`src/rtl/aal1_sar_pkg.sv`:
```
package aal1_sar_pkg;

    localparam int BYTE_W = 8;
    localparam int SEQ_W  = 3;
    localparam int CRC_W  = 3;
    localparam int TS_W   = 4;

    typedef struct packed {
        logic             ind;
        logic [SEQ_W-1:0] seq;
        logic [CRC_W-1:0] crc;
        logic             par;
    } sar_hdr_t;

    typedef enum logic {
        ST_HDR = 1'b0,
        ST_PAY = 1'b1
    } sar_state_e;

    // Remainder of sn(x)*x^3 mod x^3+x+1, via per-bit residues:
    // x^6=101, x^5=111, x^4=110, x^3=011.
    function automatic logic [CRC_W-1:0] crc3_of(input logic [3:0] sn);
        logic [CRC_W-1:0] r;
        r[2] = sn[3] ^ sn[2] ^ sn[1];
        r[1] = sn[2] ^ sn[1] ^ sn[0];
        r[0] = sn[3] ^ sn[2] ^ sn[0];
        return r;
    endfunction

    function automatic sar_hdr_t build_hdr(input logic ind, input logic [SEQ_W-1:0] seq);
        sar_hdr_t h;
        h.ind = ind;
        h.seq = seq;
        h.crc = crc3_of({ind, seq});
        h.par = ^{ind, seq, h.crc};
        return h;
    endfunction

endpackage

```
`src/rtl/aal1_seq_tracker.sv`:
```
module aal1_seq_tracker
    import aal1_sar_pkg::*;
(
    input  logic             clk,
    input  logic             rst,
    input  logic             advance,
    input  logic             ts_mode,
    input  logic [TS_W-1:0]  ts_code,
    input  logic             ts_valid,
    output logic [SEQ_W-1:0] seq,
    output logic             ind
);

    logic [SEQ_W-1:0] seq_q;
    logic [TS_W-1:0]  ts_q;
    logic [1:0]       pick;

    always_ff @(posedge clk) begin
        if (rst) begin
            seq_q <= '0;
            ts_q  <= '0;
        end else if (advance) begin
            seq_q <= seq_q + 1'b1;
            if (seq_q == '0 && ts_valid) begin
                ts_q <= ts_code;
            end
        end
    end

    // Odd counts 1,3,5,7 take bits 3,2,1,0: index is the inverse of count/2.
    assign pick = ~seq_q[2:1];

    always_comb begin
        ind = 1'b0;
        if (ts_mode && seq_q[0]) begin
            ind = ts_q[pick];
        end
    end

    assign seq = seq_q;

    // stored code only changes across a count-0 header
    assert_ts_hold_R8: assert property (@(posedge clk) disable iff (rst)
        (seq_q != '0) |=> $stable(ts_q));

endmodule

```
`src/rtl/aal1_hdr_encode.sv`:
```
module aal1_hdr_encode
    import aal1_sar_pkg::*;
(
    input  logic              ind,
    input  logic [SEQ_W-1:0]  seq,
    output logic [BYTE_W-1:0] hdr_byte
);

    sar_hdr_t hdr;

    always_comb begin
        hdr      = build_hdr(ind, seq);
        hdr_byte = hdr;
    end

endmodule

```
`src/rtl/aal1_payload_ctrl.sv`:
```
module aal1_payload_ctrl
    import aal1_sar_pkg::*;
#(
    parameter int PAYLOAD_BYTES = 47
) (
    input  logic clk,
    input  logic rst,
    input  logic in_valid,
    output logic in_ready,
    output logic hdr_fire,
    output logic pay_fire,
    output logic pay_last
);

    localparam int CNT_W = $clog2(PAYLOAD_BYTES);
    localparam logic [CNT_W-1:0] LAST_IDX = CNT_W'(PAYLOAD_BYTES - 1);

    sar_state_e       state_q;
    logic [CNT_W-1:0] cnt_q;

    assign in_ready = (state_q == ST_PAY);
    assign hdr_fire = (state_q == ST_HDR) && in_valid;
    assign pay_fire = (state_q == ST_PAY) && in_valid;
    assign pay_last = (cnt_q == LAST_IDX);

    always_ff @(posedge clk) begin
        if (rst) begin
            state_q <= ST_HDR;
            cnt_q   <= '0;
        end else if (hdr_fire) begin
            state_q <= ST_PAY;
            cnt_q   <= '0;
        end else if (pay_fire) begin
            if (pay_last) begin
                state_q <= ST_HDR;
                cnt_q   <= '0;
            end else begin
                cnt_q <= cnt_q + 1'b1;
            end
        end
    end

    // a header slot always follows the final payload byte
    assert_hdr_after_last_R2: assert property (@(posedge clk) disable iff (rst)
        (pay_fire && pay_last) |=> !in_ready);

endmodule

```
`src/rtl/aal1_sar_hdr_gen.sv`:
```
module aal1_sar_hdr_gen
    import aal1_sar_pkg::*;
#(
    parameter int PAYLOAD_BYTES = 47
) (
    input  logic              clk,
    input  logic              rst,
    input  logic              ts_mode,
    input  logic [TS_W-1:0]   ts_code,
    input  logic              ts_valid,
    input  logic              in_valid,
    input  logic [BYTE_W-1:0] in_data,
    output logic              in_ready,
    output logic              out_valid,
    output logic [BYTE_W-1:0] out_data,
    output logic              out_sop,
    output logic              out_eop
);

    logic              hdr_fire;
    logic              pay_fire;
    logic              pay_last;
    logic [SEQ_W-1:0]  seq;
    logic              ind;
    logic [BYTE_W-1:0] hdr_byte;

    aal1_payload_ctrl #(.PAYLOAD_BYTES(PAYLOAD_BYTES)) u_ctrl (
        .clk      (clk),
        .rst      (rst),
        .in_valid (in_valid),
        .in_ready (in_ready),
        .hdr_fire (hdr_fire),
        .pay_fire (pay_fire),
        .pay_last (pay_last)
    );

    aal1_seq_tracker u_seq (
        .clk      (clk),
        .rst      (rst),
        .advance  (hdr_fire),
        .ts_mode  (ts_mode),
        .ts_code  (ts_code),
        .ts_valid (ts_valid),
        .seq      (seq),
        .ind      (ind)
    );

    aal1_hdr_encode u_enc (
        .ind      (ind),
        .seq      (seq),
        .hdr_byte (hdr_byte)
    );

    always_ff @(posedge clk) begin
        if (rst) begin
            out_valid <= 1'b0;
            out_sop   <= 1'b0;
            out_eop   <= 1'b0;
            out_data  <= '0;
        end else begin
            out_valid <= hdr_fire || pay_fire;
            out_sop   <= hdr_fire;
            out_eop   <= pay_fire && pay_last;
            out_data  <= hdr_fire ? hdr_byte : in_data;
        end
    end

    // every header byte has even weight
    assert_even_parity_R6: assert property (@(posedge clk) disable iff (rst)
        (out_valid && out_sop) |-> (^out_data == 1'b0));

    // header never coincides with an accepted user byte
    assert_no_accept_in_hdr_R2: assert property (@(posedge clk) disable iff (rst)
        (out_valid && out_sop) |-> !$past(in_ready));

    // header and end marker are exclusive
    assert_sop_eop_excl_R2: assert property (@(posedge clk) disable iff (rst)
        out_valid |-> !(out_sop && out_eop));

    // accepted byte forwarded unchanged
    assert_payload_passthru_R3: assert property (@(posedge clk) disable iff (rst)
        (in_valid && in_ready) |=> (out_valid && !out_sop && out_data == $past(in_data)));

    // even-count headers carry a zero indicator
    assert_even_ind_zero_R7: assert property (@(posedge clk) disable iff (rst)
        (out_valid && out_sop && !out_data[4]) |-> !out_data[7]);

    // mode off gives a zero indicator
    assert_mode_off_ind_R9: assert property (@(posedge clk) disable iff (rst)
        (hdr_fire && !ts_mode) |=> !out_data[7]);

endmodule

```
`config.mk`:
```
export PLATFORM = sky130hd
export DESIGN_NAME = aal1_sar_hdr_gen
export DESIGN_NICKNAME = d
export VERILOG_FILES = /design/src/rtl/aal1_sar_pkg.sv /design/src/rtl/aal1_seq_tracker.sv /design/src/rtl/aal1_hdr_encode.sv /design/src/rtl/aal1_payload_ctrl.sv /design/src/rtl/aal1_sar_hdr_gen.sv
export SDC_FILE = /design/constraint.sdc
export NUM_CORES = 1
export LEC_CHECK = 0
export BUFFER_PORTS_ARGS = -buffer_cell sky130_fd_sc_hd__buf_4
export CAP_MARGIN = 15
export CELL_PAD_IN_SITES_DETAIL_PLACEMENT = 0
export CELL_PAD_IN_SITES_GLOBAL_PLACEMENT = 1
export CORE_MARGIN = 2
export CORE_UTILIZATION = 35
export DETAILED_ROUTE_END_ITERATION = 8
export PLACE_DENSITY = 0.78
export SLEW_MARGIN = 20
export SYNTH_ARGS = -nofsm -noshare
export SYNTH_HDL_FRONTEND = slang
export SYNTH_SLANG_ARGS = --single-unit
export TNS_END_PERCENT = 1
```
`constraint.sdc`:
```
create_clock -name clk -period 2.3 [get_ports clk]
set_clock_uncertainty 0.15 [all_clocks]
set_input_delay 0.69 -clock clk [delete_from_list [all_inputs] [get_ports clk]]
set_output_delay 0.69 -clock clk [all_outputs]
set_load 0.005 [all_outputs]
```
======== Word level (Yosys, flattened, before mapping) ========
Index checks and enable logic that the tools add are counted.
storage, ports and cells
  flip-flop bits (word level) ............. 25
  bits of input ports ..................... 17
  output and inout port bits .............. 12
operators by class
  eq/ne operators ......................... 1
  bitwise gates (word level) .............. 7
  add/subtract/negate cells ............... 2
  $lt $le $gt $ge ......................... 1
  mux-type cells .......................... 8
  reduce and logical (&&, ||, !) cells .... 13
operators by type and width
  cell                                                         count
  2-to-1 mux 8 bit                                             1
  parity 7 bit                                                 1
  adder 6 x 1 -> 6 bit (second input constant)                 1
  == test 6 bit (second input constant)                        1
  2-to-1 mux 6 bit                                             1
  logical AND 1 bit                                            5
  2-to-1 mux 1 bit                                             5
  XOR 1 bit                                                    5
  AND reduction 2 bit                                          2
  nonzero test 2 bit                                           2
  adder 3 x 1 -> 3 bit (second input constant)                 1
  logical NOT 3 bit                                            1
  less-than comparator 2 x 3 -> 1 bit (second input constant)  1
  binary-select mux 1 bit (select 2 bit)                       1
  inverter 2 bit                                               1
  OR reduction 2 bit                                           1
  logical OR 1 bit                                             1
  inverter 1 bit                                               1

======== Depth between registers and ports, before layout ========
Gate-level depths: netlist of run 1.
  word-level depth ........................ 8
  gate-level depth with buffers ........... 7

======== Cells and area by module ========
From an unflattened synthesis of run 1, not the netlist that was laid out.
second synthesis, totals
  cell total of the unflattened synthesis .. 121
  area total of the unflattened synthesis .. 1243.7 µm²
by module, submodules not included
  module             area each (µm²)  times used  sequential area each (µm²)  cells an instance
  aal1_payload_ctrl  384.1            1           140.1                       44
  aal1_sar_hdr_gen   367.9            1           220.2                       34
  aal1_seq_tracker   359.1            1           140.1                       35
  aal1_hdr_encode    132.6            1           0.0                         8

======== Worst setup path after synthesis of run 1 ========
OpenSTA, ideal clock, no wires.
  kind .................................... input port to flip-flop
  start point ............................. input port in_valid
  end point ............................... register u_ctrl.cnt_q[1]
  path slack .............................. 449 ps
  cell stages on the path ................. 4
  required time ........................... 2059 ps
  arrival ................................. 1610 ps
  path buffers ............................ 1
  path through ............................ buf_2 > nor2b_1 > or3_1 > a311oi_1
between the ends
  cells in the longest elaborated chain, start to end .. 2
  elaborated cells on any way between the ends .. 3
RTL lines
  element                       RTL line                 RTL
  start: declaration            aal1_sar_hdr_gen.sv:11   input logic in_valid,
  logical AND 1 bit             aal1_payload_ctrl.sv:22  assign hdr_fire = (state_q == ST_HDR) && in_valid;
  OR reduction 2 bit (no line)  n/a
  end signal: assignment        aal1_payload_ctrl.sv:38  cnt_q <= cnt_q + 1'b1;
  end: declaration              aal1_payload_ctrl.sv:19  logic [CNT_W-1:0] cnt_q;
Several ways; a longest one is shown, not always the timed one.
A chain may end at the register's enable or synchronous reset.

======== Worst setup path in the final report of run 1 ========
  start point ............................. register u_ctrl.cnt_q[0]
  end point ............................... register u_ctrl.cnt_q[1]
between the ends
  cells in the longest elaborated chain, start to end .. 2
  elaborated cells on any way between the ends .. 3
RTL lines
  element                                                RTL line                                          RTL
  adder 6 x 1 -> 6 bit or == test 6 bit (tied branches)  aal1_payload_ctrl.sv:38, aal1_payload_ctrl.sv:24
  2-to-1 mux 6 bit (*)                                   aal1_payload_ctrl.sv:34                           if (pay_last) begin
Every way passes the cells marked *; elsewhere a longest branch is shown, timed or not.

==> flow_summary.yaml, run 1 <==
run_status:
  outcome: "finished, final reports clean"
timing:
  post-route-min-period_ps: 1802
  finalCritPeriodShare: 0.7834
  timing_hold_violations_final: 0
  fin_ws_ps: 498.1
  slew_violations: 0
  setup-tns-final_ps: 0
  rsz0062_at_grt: "no"
  fmax_ghz: 0.5550
  worstMarginPinSlew_ps: 431.9
  hold_slack_ps: 354.8
  setup_viol: 0
  slew_headroom: 0.7098
place:
  place.gp.congestion: 0.7797
  dp_hpwl_mm: 1.606
  place_ws_ps: 302.4
  portBuffers: 28
global_route:
  grt_pass1_vias: 780
  grt-ovfl-total: 0
  gr-usage-all-layers: 0.1250
  grt_pass1_wl_mm: 3.443
  antenna_found_initial: 0
  grt_max_degree: 22
route:
  wl_met2_microns: 977
  vias: 905
  avgViaCountPerCell: 4.571
  routed_wl_mm: 2.189
  ant_nets: 0
  drt_pass1_iterations: 4
  drt_iter0_drc: 27
  met3_wirelength_microns: 115
  wl_met1_mm: 1.096
  highest_layer: "met3"
  drc: 0
  post_drt_wl_per_cell_microns: 11.06
cts:
  cts-resized-gates: 0
  post-cts-setup-buffers: 0
  cts_tree: "done"
  cts_buffer_depth: 2
  cts_max_level: 1
  numCtsBuffers: 3
  insertion_delay_ps: 310
  clk_pin_slew_ps: 130
  cts_root_buffer: "clkbuf_4"
  cts_hold_buf: 0
  cts_sinks: 25
synthesis:
  synthArstFlopShare: 0
  yosys_warnings: 0
  synth_area_sq_um: 1121
  synth_common_cells: "dfxtp_1 (25), nand2_1 (19), nor2_1 (14)"
  synth_cell_types: 32
  synth.most_common_cell: "dfxtp_1"
  yosysSeqAreaShare: 0.4464
  synth.area.top_cells: "dfxtp_1 (45%), nand2_1 (6.4%), mux2i_1 (5.4%)"
  synth.top_cell.area_share: 0.4464
  synth-edff-count: 0
  syn_nets: 149
  synth-main-ff-cell: "dfxtp_1"
  netlist_instances: 128
  synth_top_area_cell: "dfxtp_1"
  syn-mean-instance-area_sq_um: 8.758
  synth-seq-cells: 25
power_and_ir_drop:
  p_per_area_nw_per_um2: 559.3
  ir_drop_mv: 0.2029
  total_power_mw: 0.7747
  leakage_nw: 0.5737
layout:
  final_nets: 176
  fillers: 342
  synthToLayoutAreaGrowth_pct: 23.55
  drive_gt1_frac: 0.2403
  insertedDiodeCount: 0
die:
  core_sq_um: 3053
  die_w_microns: 60.60
  rows: 20
  start_util: 0.3672
  die_h_microns: 60.60
  die-area_sq_um: 3672
  io_pins: 29
setup_path:
  crit_chain: "inv_1, ha_1, nand2_1, nor3_1, or3_1, a311oi_1"
  crit_slowest_cell: "or3_1"
  worstPathMaxFanout: 5
  required_ps: 2370
  max_stage_delay_ps: 410
  cp-start-kind: "register"
  arrival_ps: 1870
  endpoint_kind: "register"
  worst-setup-path-type: "register to register"
job:
  max-cap-violations: 0
worst_hold_path:
  hold_class: "register to register"
## path summary, 6_finish.rpt
path	cells past startpoint	from	slack [ps]	to
max	6	u_ctrl.cnt_q[0]$_SDFFE_PP0P_	500	u_ctrl.cnt_q[1]$_SDFFE_PP0P_
min	2	u_seq.ts_q[3]$_SDFFE_PP0P_	350	u_seq.ts_q[3]$_SDFFE_PP0P_
max reg2reg	6	u_ctrl.cnt_q[0]$_SDFFE_PP0P_	500	u_ctrl.cnt_q[1]$_SDFFE_PP0P_
min reg2reg	2	u_seq.ts_q[3]$_SDFFE_PP0P_	350	u_seq.ts_q[3]$_SDFFE_PP0P_
## per-stage QoR
step	cells	utilization	cell area, sq um
2_1_floorplan	128	-	1121
3_3_place_gp	194	0.4451	1359
3_5_place_dp	194	0.4451	1359
4_1_cts	198	0.4537	1385
5_1_grt	198	0.4537	1385
6_report	198	0.4537	1385
## layout by cell type, fill, tap and decap left out, drive strengths merged
| cell | count |
|---|---|
| o21bai | 1 |
| o22ai | 1 |
| o221ai | 1 |
| nor2b | 2 |
| and3 | 1 |
| ha | 4 |
| and4 | 1 |
| and2 | 1 |
| or2 | 1 |
| nand4 | 2 |
| mux2i | 6 |
| nor4 | 1 |
| nor3 | 9 |
| dfxtp | 25 |
| inv | 3 |
| a21oi | 9 |
| nor2 | 14 |
| o211ai | 1 |
| nand3 | 4 |
| a311oi | 1 |
| nand2b | 2 |
| mux2 | 1 |
| clkbuf | 4 |
| nand2 | 19 |
| xnor2 | 3 |
| xor2 | 4 |
| a211oi | 1 |
| or3 | 1 |
| a311o | 1 |
| buf | 30 |
## flip-flops by register name, indices dropped and copies added (netlist names)
register / flops
out_data: 8
u_seq.ts_q: 4
out_sop: 1
out_valid: 1
out_eop: 1
u_ctrl.in_ready: 1
u_ctrl.cnt_q: 6
u_seq.seq: 3
## layout make-up
type | count | area, sq um | share of cell area
multi-input combinational | 92 | 566.8 | 0.4092
sequential | 25 | 500.5 | 0.3613
timing repair buffer | 30 | 225.2 | 0.1626
tap | 44 | 55.05 | 0.03975
clock buffer | 4 | 26.28 | 0.01897
inverter | 3 | 11.26 | 0.008130
## critical path, delay by kind of cell (launching register included)
kind	cells	cell delay, ps
fa+ha+maj	1	220
simple gates	3	560
buf+inv	1	80
flops	1	400
compound gates	1	300
## where the power goes
part           total, mW  internal [mW]  switching [mW]
Sequential         0.469          0.453          0.0158
Clock              0.191         0.0677           0.124
Combinational      0.114         0.0621          0.0523
Total              0.775          0.583           0.192
## metal layers
layer / vias to the layer above / global-route usage
met4: 0 / 0.03727
met1: 393 / 0.1776
li1: 482 / -
met2: 30 / 0.1920
met5: - / 0
met3: 0 / 0.02559
## cells by family (layout without fill, tap and decap cells)
family          Yosys count  in the layout  share of synthesized area
flops                    25             25                     0.4464
fa+ha+maj                 4              4                    0.04464
compound gates           16             16                    0.09487
simple gates             58             58                     0.2444
xor+xnor                  7              7                    0.05469
mux                       7              7                    0.06696
buf+inv                  11             37                    0.04799
Note: power is estimated with default switching activity, not from simulation.
==> run 2, diff against run 1 <==
--- a/config.mk
+++ b/config.mk
@@ -5,6 +5,7 @@
 export SDC_FILE = /design/constraint.sdc
 export NUM_CORES = 1
 export LEC_CHECK = 0
+export ABC_AREA = 1
 export BUFFER_PORTS_ARGS = -buffer_cell sky130_fd_sc_hd__buf_4
 export CAP_MARGIN = 15
 export CELL_PAD_IN_SITES_DETAIL_PLACEMENT = 0
@@ -12,7 +13,7 @@
 export CORE_MARGIN = 2
 export CORE_UTILIZATION = 35
 export DETAILED_ROUTE_END_ITERATION = 8
-export PLACE_DENSITY = 0.78
+export PLACE_DENSITY = 0.8
 export SLEW_MARGIN = 20
 export SYNTH_ARGS = -nofsm -noshare
 export SYNTH_HDL_FRONTEND = slang
==> constraint.sdc (replaced) <==
create_clock -name clk -period 1.75 [get_ports clk]
set_clock_uncertainty 0.15 [all_clocks]
set_input_delay 0.525 -clock clk [delete_from_list [all_inputs] [get_ports clk]]
set_output_delay 0.525 -clock clk [all_outputs]
set_load 0.005 [all_outputs]
==> run 2 against run 1 <==
First-iteration DRC count up 33%; utilization rose by 0.38 points; area after synthesis decreased by 3.6%; clock power up 31%; count of clock-buffer cells in the layout did not move; cell count grew 6.6%; total power rose by 31%; register-to-register slack worse by 150 ps; sequential power increased by 30%; sequential share of layout area up 0.30 points; global-route usage increased by 1.4 points; largest cell class unchanged.
==> flow_summary.yaml, run 2 <==
run_status:
  outcome: "finished, final reports clean"
setup_path:
  max_stage_delay_ps: 450
  startpoint: "u_ctrl.in_ready$_SDFFE_PP0P_"
  path_depth: 1
  rr_worst_depth: 6
  crit_family: "flip-flops"
  required_ps: 1070
  r2r-end: "out_data[1]$_SDFF_PP0_"
  worstPathMaxFanout: 4
  endpoint_kind: "output pin"
  rr_startpoint: "u_seq.seq[2]$_SDFFE_PP0P_"
  crit_slowest_cell: "dfxtp_1"
  crit_end: "in_ready"
  rrSetupSlack_ps: 350
  cp_num_buf_inv: 1
  worst-setup-path-type: "register to output pin"
  cp-start-kind: "register"
  crit_chain: "buf_4"
  arrival_ps: 900
timing:
  post-route-min-period_ps: 1579
  finalCritPeriodShare: 0.9023
  rsz0062_at_grt: "no"
  slew_headroom: 0.7877
  fmax_ghz: 0.6333
  setup-tns-final_ps: 0
  setup_viol: 0
  fin_ws_ps: 170.9
  slew_violations: 0
  worstMarginPinSlew_ps: 318.1
  timing_hold_violations_final: 0
global_route:
  grt-ovfl-total: 0
  grt_pass1_wl_mm: 3.739
  gr-usage-all-layers: 0.1392
  antenna_found_initial: 0
  grt_pass1_vias: 915
  grt_max_degree: 14
power_and_ir_drop:
  leakage_nw: 0.6462
  combPwrFrac: 0.152
  p_sw_mw: 0.2533
  switching_share: 0.2490
  ir_drop_mv: 0.2256
  internal-power_mw: 0.7640
  seq_power_share: 0.602
  pwr-share-clk: 0.247
  p_per_area_nw_per_um2: 740.5
synthesis:
  yosys_warnings: 0
  syn_nets: 165
  synth_top_area_cell: "dfxtp_1"
  synthArstFlopShare: 0
  netlist_instances: 144
  synth_common_cells: "nand2_1 (38), nor2_1 (26), dfxtp_1 (25)"
  synth-seq-cells: 25
  synth-main-ff-cell: "dfxtp_1"
  synth_cell_types: 21
  synth_area_sq_um: 1081
  yosysSeqAreaShare: 0.4630
  synth.area.top_cells: "dfxtp_1 (46%), nand2_1 (13%), nor2_1 (9.0%)"
  syn-mean-instance-area_sq_um: 7.507
  synth.top_cell.area_share: 0.4630
  synth-edff-count: 0
  synth.most_common_cell: "nand2_1"
layout:
  most-common-layout-cells: "nand2_1 (38), buf_4 (30), nor2_1 (26)"
  top_register: "out_data"
  largest_reg_flops: 8
  final_common_cell: "nand2_1"
  drive_gt1_frac: 0.2360
  insertedDiodeCount: 0
  synthToLayoutAreaGrowth_pct: 27.08
  top_regs: "out_data: 8 flops, u_ctrl.cnt_q: 6 flops, u_seq.ts_q: 4 flops"
  stdcell_count: 211
  final_nets: 200
die:
  die-area_sq_um: 3549
  start_util: 0.3600
  die_w_microns: 59.58
  rows: 20
  core_sq_um: 3003
  io_pins: 29
  die_h_microns: 59.58
cts:
  cts_max_level: 1
  cts_hold_buf: 0
  insertion_delay_ps: 310
  clk_pin_slew_ps: 130
  cts_root_buffer: "clkbuf_4"
  numCtsBuffers: 3
  cts_sinks: 25
  cts-resized-gates: 0
  cts_tree: "done"
  post-cts-setup-buffers: 0
  cts_buffer_depth: 2
job:
  max-cap-violations: 0
place:
  dp_hpwl_mm: 1.680
  portBuffers: 28
  place_ws_ps: 164.7
  place.gp.congestion: 0.7668
  dp_cells: 207
route:
  drc: 0
  vias: 961
  avgViaCountPerCell: 4.555
  drt_iter0_drc: 36
  drt_pass1_iterations: 4
  post_drt_wl_per_cell_microns: 10.04
  ant_nets: 0
  routed_wl_mm: 2.119
worst_hold_path:
  hold_class: "primary input to register"
## run 2: cell type report
class                           count  area, sq um
Fill cell                         318         1629
Multi-Input combinational cell    104        524.3
Sequential cell                    25        500.5
Timing Repair Buffer               30        225.2
Inverter                           15        56.30
Tap cell                           33        41.29
Clock buffer                        4        26.28
## run 2: how the worst min path moves through the flow
stage | slack [ps] | to | start | cells past startpoint
floorplan | 300 | u_seq.ts_q[0]$_SDFFE_PP0P_ | u_seq.ts_q[0]$_SDFFE_PP0P_ | 2
global placement | 320 | u_seq.ts_q[2]$_SDFFE_PP0P_ | u_seq.ts_q[2]$_SDFFE_PP0P_ | 2
detailed placement | 320 | u_seq.ts_q[2]$_SDFFE_PP0P_ | u_seq.ts_q[2]$_SDFFE_PP0P_ | 2
CTS | 230 | out_valid$_SDFF_PP0_ | rst | 2
global route | 240 | out_valid$_SDFF_PP0_ | rst | 2
finish | 250 | out_valid$_SDFF_PP0_ | rst | 2
## run 2: per-layer routing
layer,routed length [microns],part of all wire,global-route usage
met1,1025,0.48,0.1807
met2,979,0.46,0.2261
met3,96,0.045,0.02620
met4,18,0.0085,0.05714
met5,0,0,0
## run 2: cell families (layout without fill, tap and decap cells)
kind of cell	Yosys count	in the layout	share of synthesized area
compound gates	15	15	0.07408
xor+xnor	2	2	0.01621
fa+ha+maj	4	4	0.04630
buf+inv	15	49	0.05208
flops	25	25	0.4630
simple gates	83	83	0.3484
## run 2: metrics by stage
stage          hold slack, ps  utilization  power [mW]  area [sq um]
2_1_floorplan           304.1            -      0.7031          1081
6_report                250.2       0.4575       1.017          1374
3_5_place_dp            325.0       0.4488      0.7816          1348
3_3_place_gp            322.3       0.4488      0.7801          1348
4_1_cts                 234.2       0.4575       1.037          1374
5_1_grt                 239.2       0.4575       1.077          1374
## run 2: power by group through the flow
| stage | combinational [mW] | sequential (mW) | clock (mW) |
|---|---|---|---|
| 3_3_place_gp | 0.156 | 0.624 | 0 |
| 5_1_grt | 0.178 | 0.616 | 0.283 |
| 6_report | 0.154 | 0.612 | 0.251 |
| 2_1_floorplan | 0.0749 | 0.628 | 0 |
| 4_1_cts | 0.157 | 0.613 | 0.268 |
| 3_5_place_dp | 0.156 | 0.625 | 0 |
==> run 3, diff against run 2 <==
--- a/config.mk
+++ b/config.mk
@@ -13,6 +13,7 @@
 export CORE_MARGIN = 2
 export CORE_UTILIZATION = 35
 export DETAILED_ROUTE_END_ITERATION = 8
+export MAX_ROUTING_LAYER = met4
 export PLACE_DENSITY = 0.8
 export SLEW_MARGIN = 20
 export SYNTH_ARGS = -nofsm -noshare
==> run 3 against run 2 <==
Clock power barely moved; cell count did not move; worst hold slack barely moved; via count rose by 0.10%; largest cell class unchanged.
==> flow_summary.yaml, run 3 (same netlist as run 2, synthesis figures left out) <==
run_status:
  outcome: "finished, final reports clean"
route:
  vias: 962
  drt_pass1_iterations: 4
  avgViaCountPerCell: 4.559
  routed_wl_mm: 2.118
  drt_iter0_drc: 30
  post_drt_wl_per_cell_microns: 10.04
  ant_nets: 0
  drc: 0
die:
  start_util: 0.3600
  die_h_microns: 59.58
  core_sq_um: 3003
  die-area_sq_um: 3549
  die_w_microns: 59.58
  rows: 20
  io_pins: 29
layout:
  stdcell_count: 211
  top_register: "out_data"
  drive_gt1_frac: 0.2360
  final_nets: 200
  synthToLayoutAreaGrowth_pct: 27.08
  final_common_cell: "nand2_1"
  top_regs: "out_data: 8 flops, u_ctrl.cnt_q: 6 flops, u_seq.ts_q: 4 flops"
  most-common-layout-cells: "nand2_1 (38), buf_4 (30), nor2_1 (26)"
  insertedDiodeCount: 0
  largest_reg_flops: 8
setup_path:
  required_ps: 1070
  r2r-end: "out_data[1]$_SDFF_PP0_"
  cp-start-kind: "register"
  rr_worst_depth: 6
  cp_num_buf_inv: 1
  worst-setup-path-type: "register to output pin"
  crit_family: "flip-flops"
  startpoint: "u_ctrl.in_ready$_SDFFE_PP0P_"
  endpoint_kind: "output pin"
  max_stage_delay_ps: 450
  arrival_ps: 900
  rrSetupSlack_ps: 350
  worstPathMaxFanout: 4
  crit_slowest_cell: "dfxtp_1"
  crit_chain: "buf_4"
  rr_startpoint: "u_seq.seq[2]$_SDFFE_PP0P_"
timing:
  rsz0062_at_grt: "no"
  worstMarginPinSlew_ps: 316.2
  setup-tns-final_ps: 0
  post-route-min-period_ps: 1579
  timing_hold_violations_final: 0
  finalCritPeriodShare: 0.9023
  hold_slack_ps: 250.2
  slew_headroom: 0.7890
  fin_ws_ps: 170.9
  setup_viol: 0
  fmax_ghz: 0.6333
  slew_violations: 0
place:
  place_ws_ps: 164.7
  dp_cells: 207
  dp_hpwl_mm: 1.680
  place.gp.congestion: 0.7770
  portBuffers: 28
power_and_ir_drop:
  p_per_area_nw_per_um2: 740.7
  leakage_nw: 0.6462
  ir_drop_mv: 0.2257
global_route:
  grt-ovfl-total: 0
  grt_pass1_vias: 915
  grt_max_degree: 14
  grt_pass1_wl_mm: 3.746
  antenna_found_initial: 0
  gr-usage-all-layers: 0.1433
cts:
  numCtsBuffers: 3
  cts-resized-gates: 0
  cts_root_buffer: "clkbuf_4"
  post-cts-setup-buffers: 0
  cts_hold_buf: 0
  cts_tree: "done"
  cts_max_level: 1
  insertion_delay_ps: 310
  clk_pin_slew_ps: 130
  cts_sinks: 25
  cts_buffer_depth: 2
worst_hold_path:
  hold_depth: 2
  hold_class: "primary input to register"
  worstHoldStart: "rst"
  holdPathEnd: "out_valid$_SDFF_PP0_"
job:
  max-cap-violations: 0
-- run 3: worst max path at each step --
stage | cells after the start | end | slack, ps
finish | 1 | in_ready | 170
global route | 1 | in_ready | 120
CTS | 1 | in_ready | 150
detailed placement | 6 | u_seq.ts_q[3]$_SDFFE_PP0P_ | 160
global placement | 6 | u_seq.ts_q[0]$_SDFFE_PP0P_ | 210
floorplan | 5 | u_seq.ts_q[0]$_SDFFE_PP0P_ | 390
-- run 3: routing by layer --
layer	wire, microns	up-vias	GRT usage
met3	98	2	0.02620
met5	0	-	-
li1	-	521	-
met2	982	20	0.2261
met4	15	0	0.05714
met1	1022	419	0.1807
-- run 3: final cells by class --
type                    instances  area [sq um]
fillers                       318          1629
multi-input cells             104         524.3
flip-flops and latches         25         500.5
repair buffers                 30         225.2
inverters                      15         56.30
well taps                      33         41.29
clock buffers                   4         26.28
-- run 3: metrics by stage --
stage               instance area [sq um]    util  total power [mW]
global route                         1374  0.4575             1.077
CTS                                  1374  0.4575             1.037
detailed placement                   1348  0.4488            0.7816
global placement                     1348  0.4488            0.7801
finish                               1374  0.4575             1.018
floorplan                            1081       -            0.7031
-- run 3: where the power goes --
group          internal, mW  total, mW  leakage [nW]  switching (mW)
Combinational        0.0769      0.155         0.426          0.0776
Sequential            0.598      0.612         0.205          0.0138
Clock                0.0889      0.251        0.0150           0.162
Total                 0.764       1.02         0.646           0.254
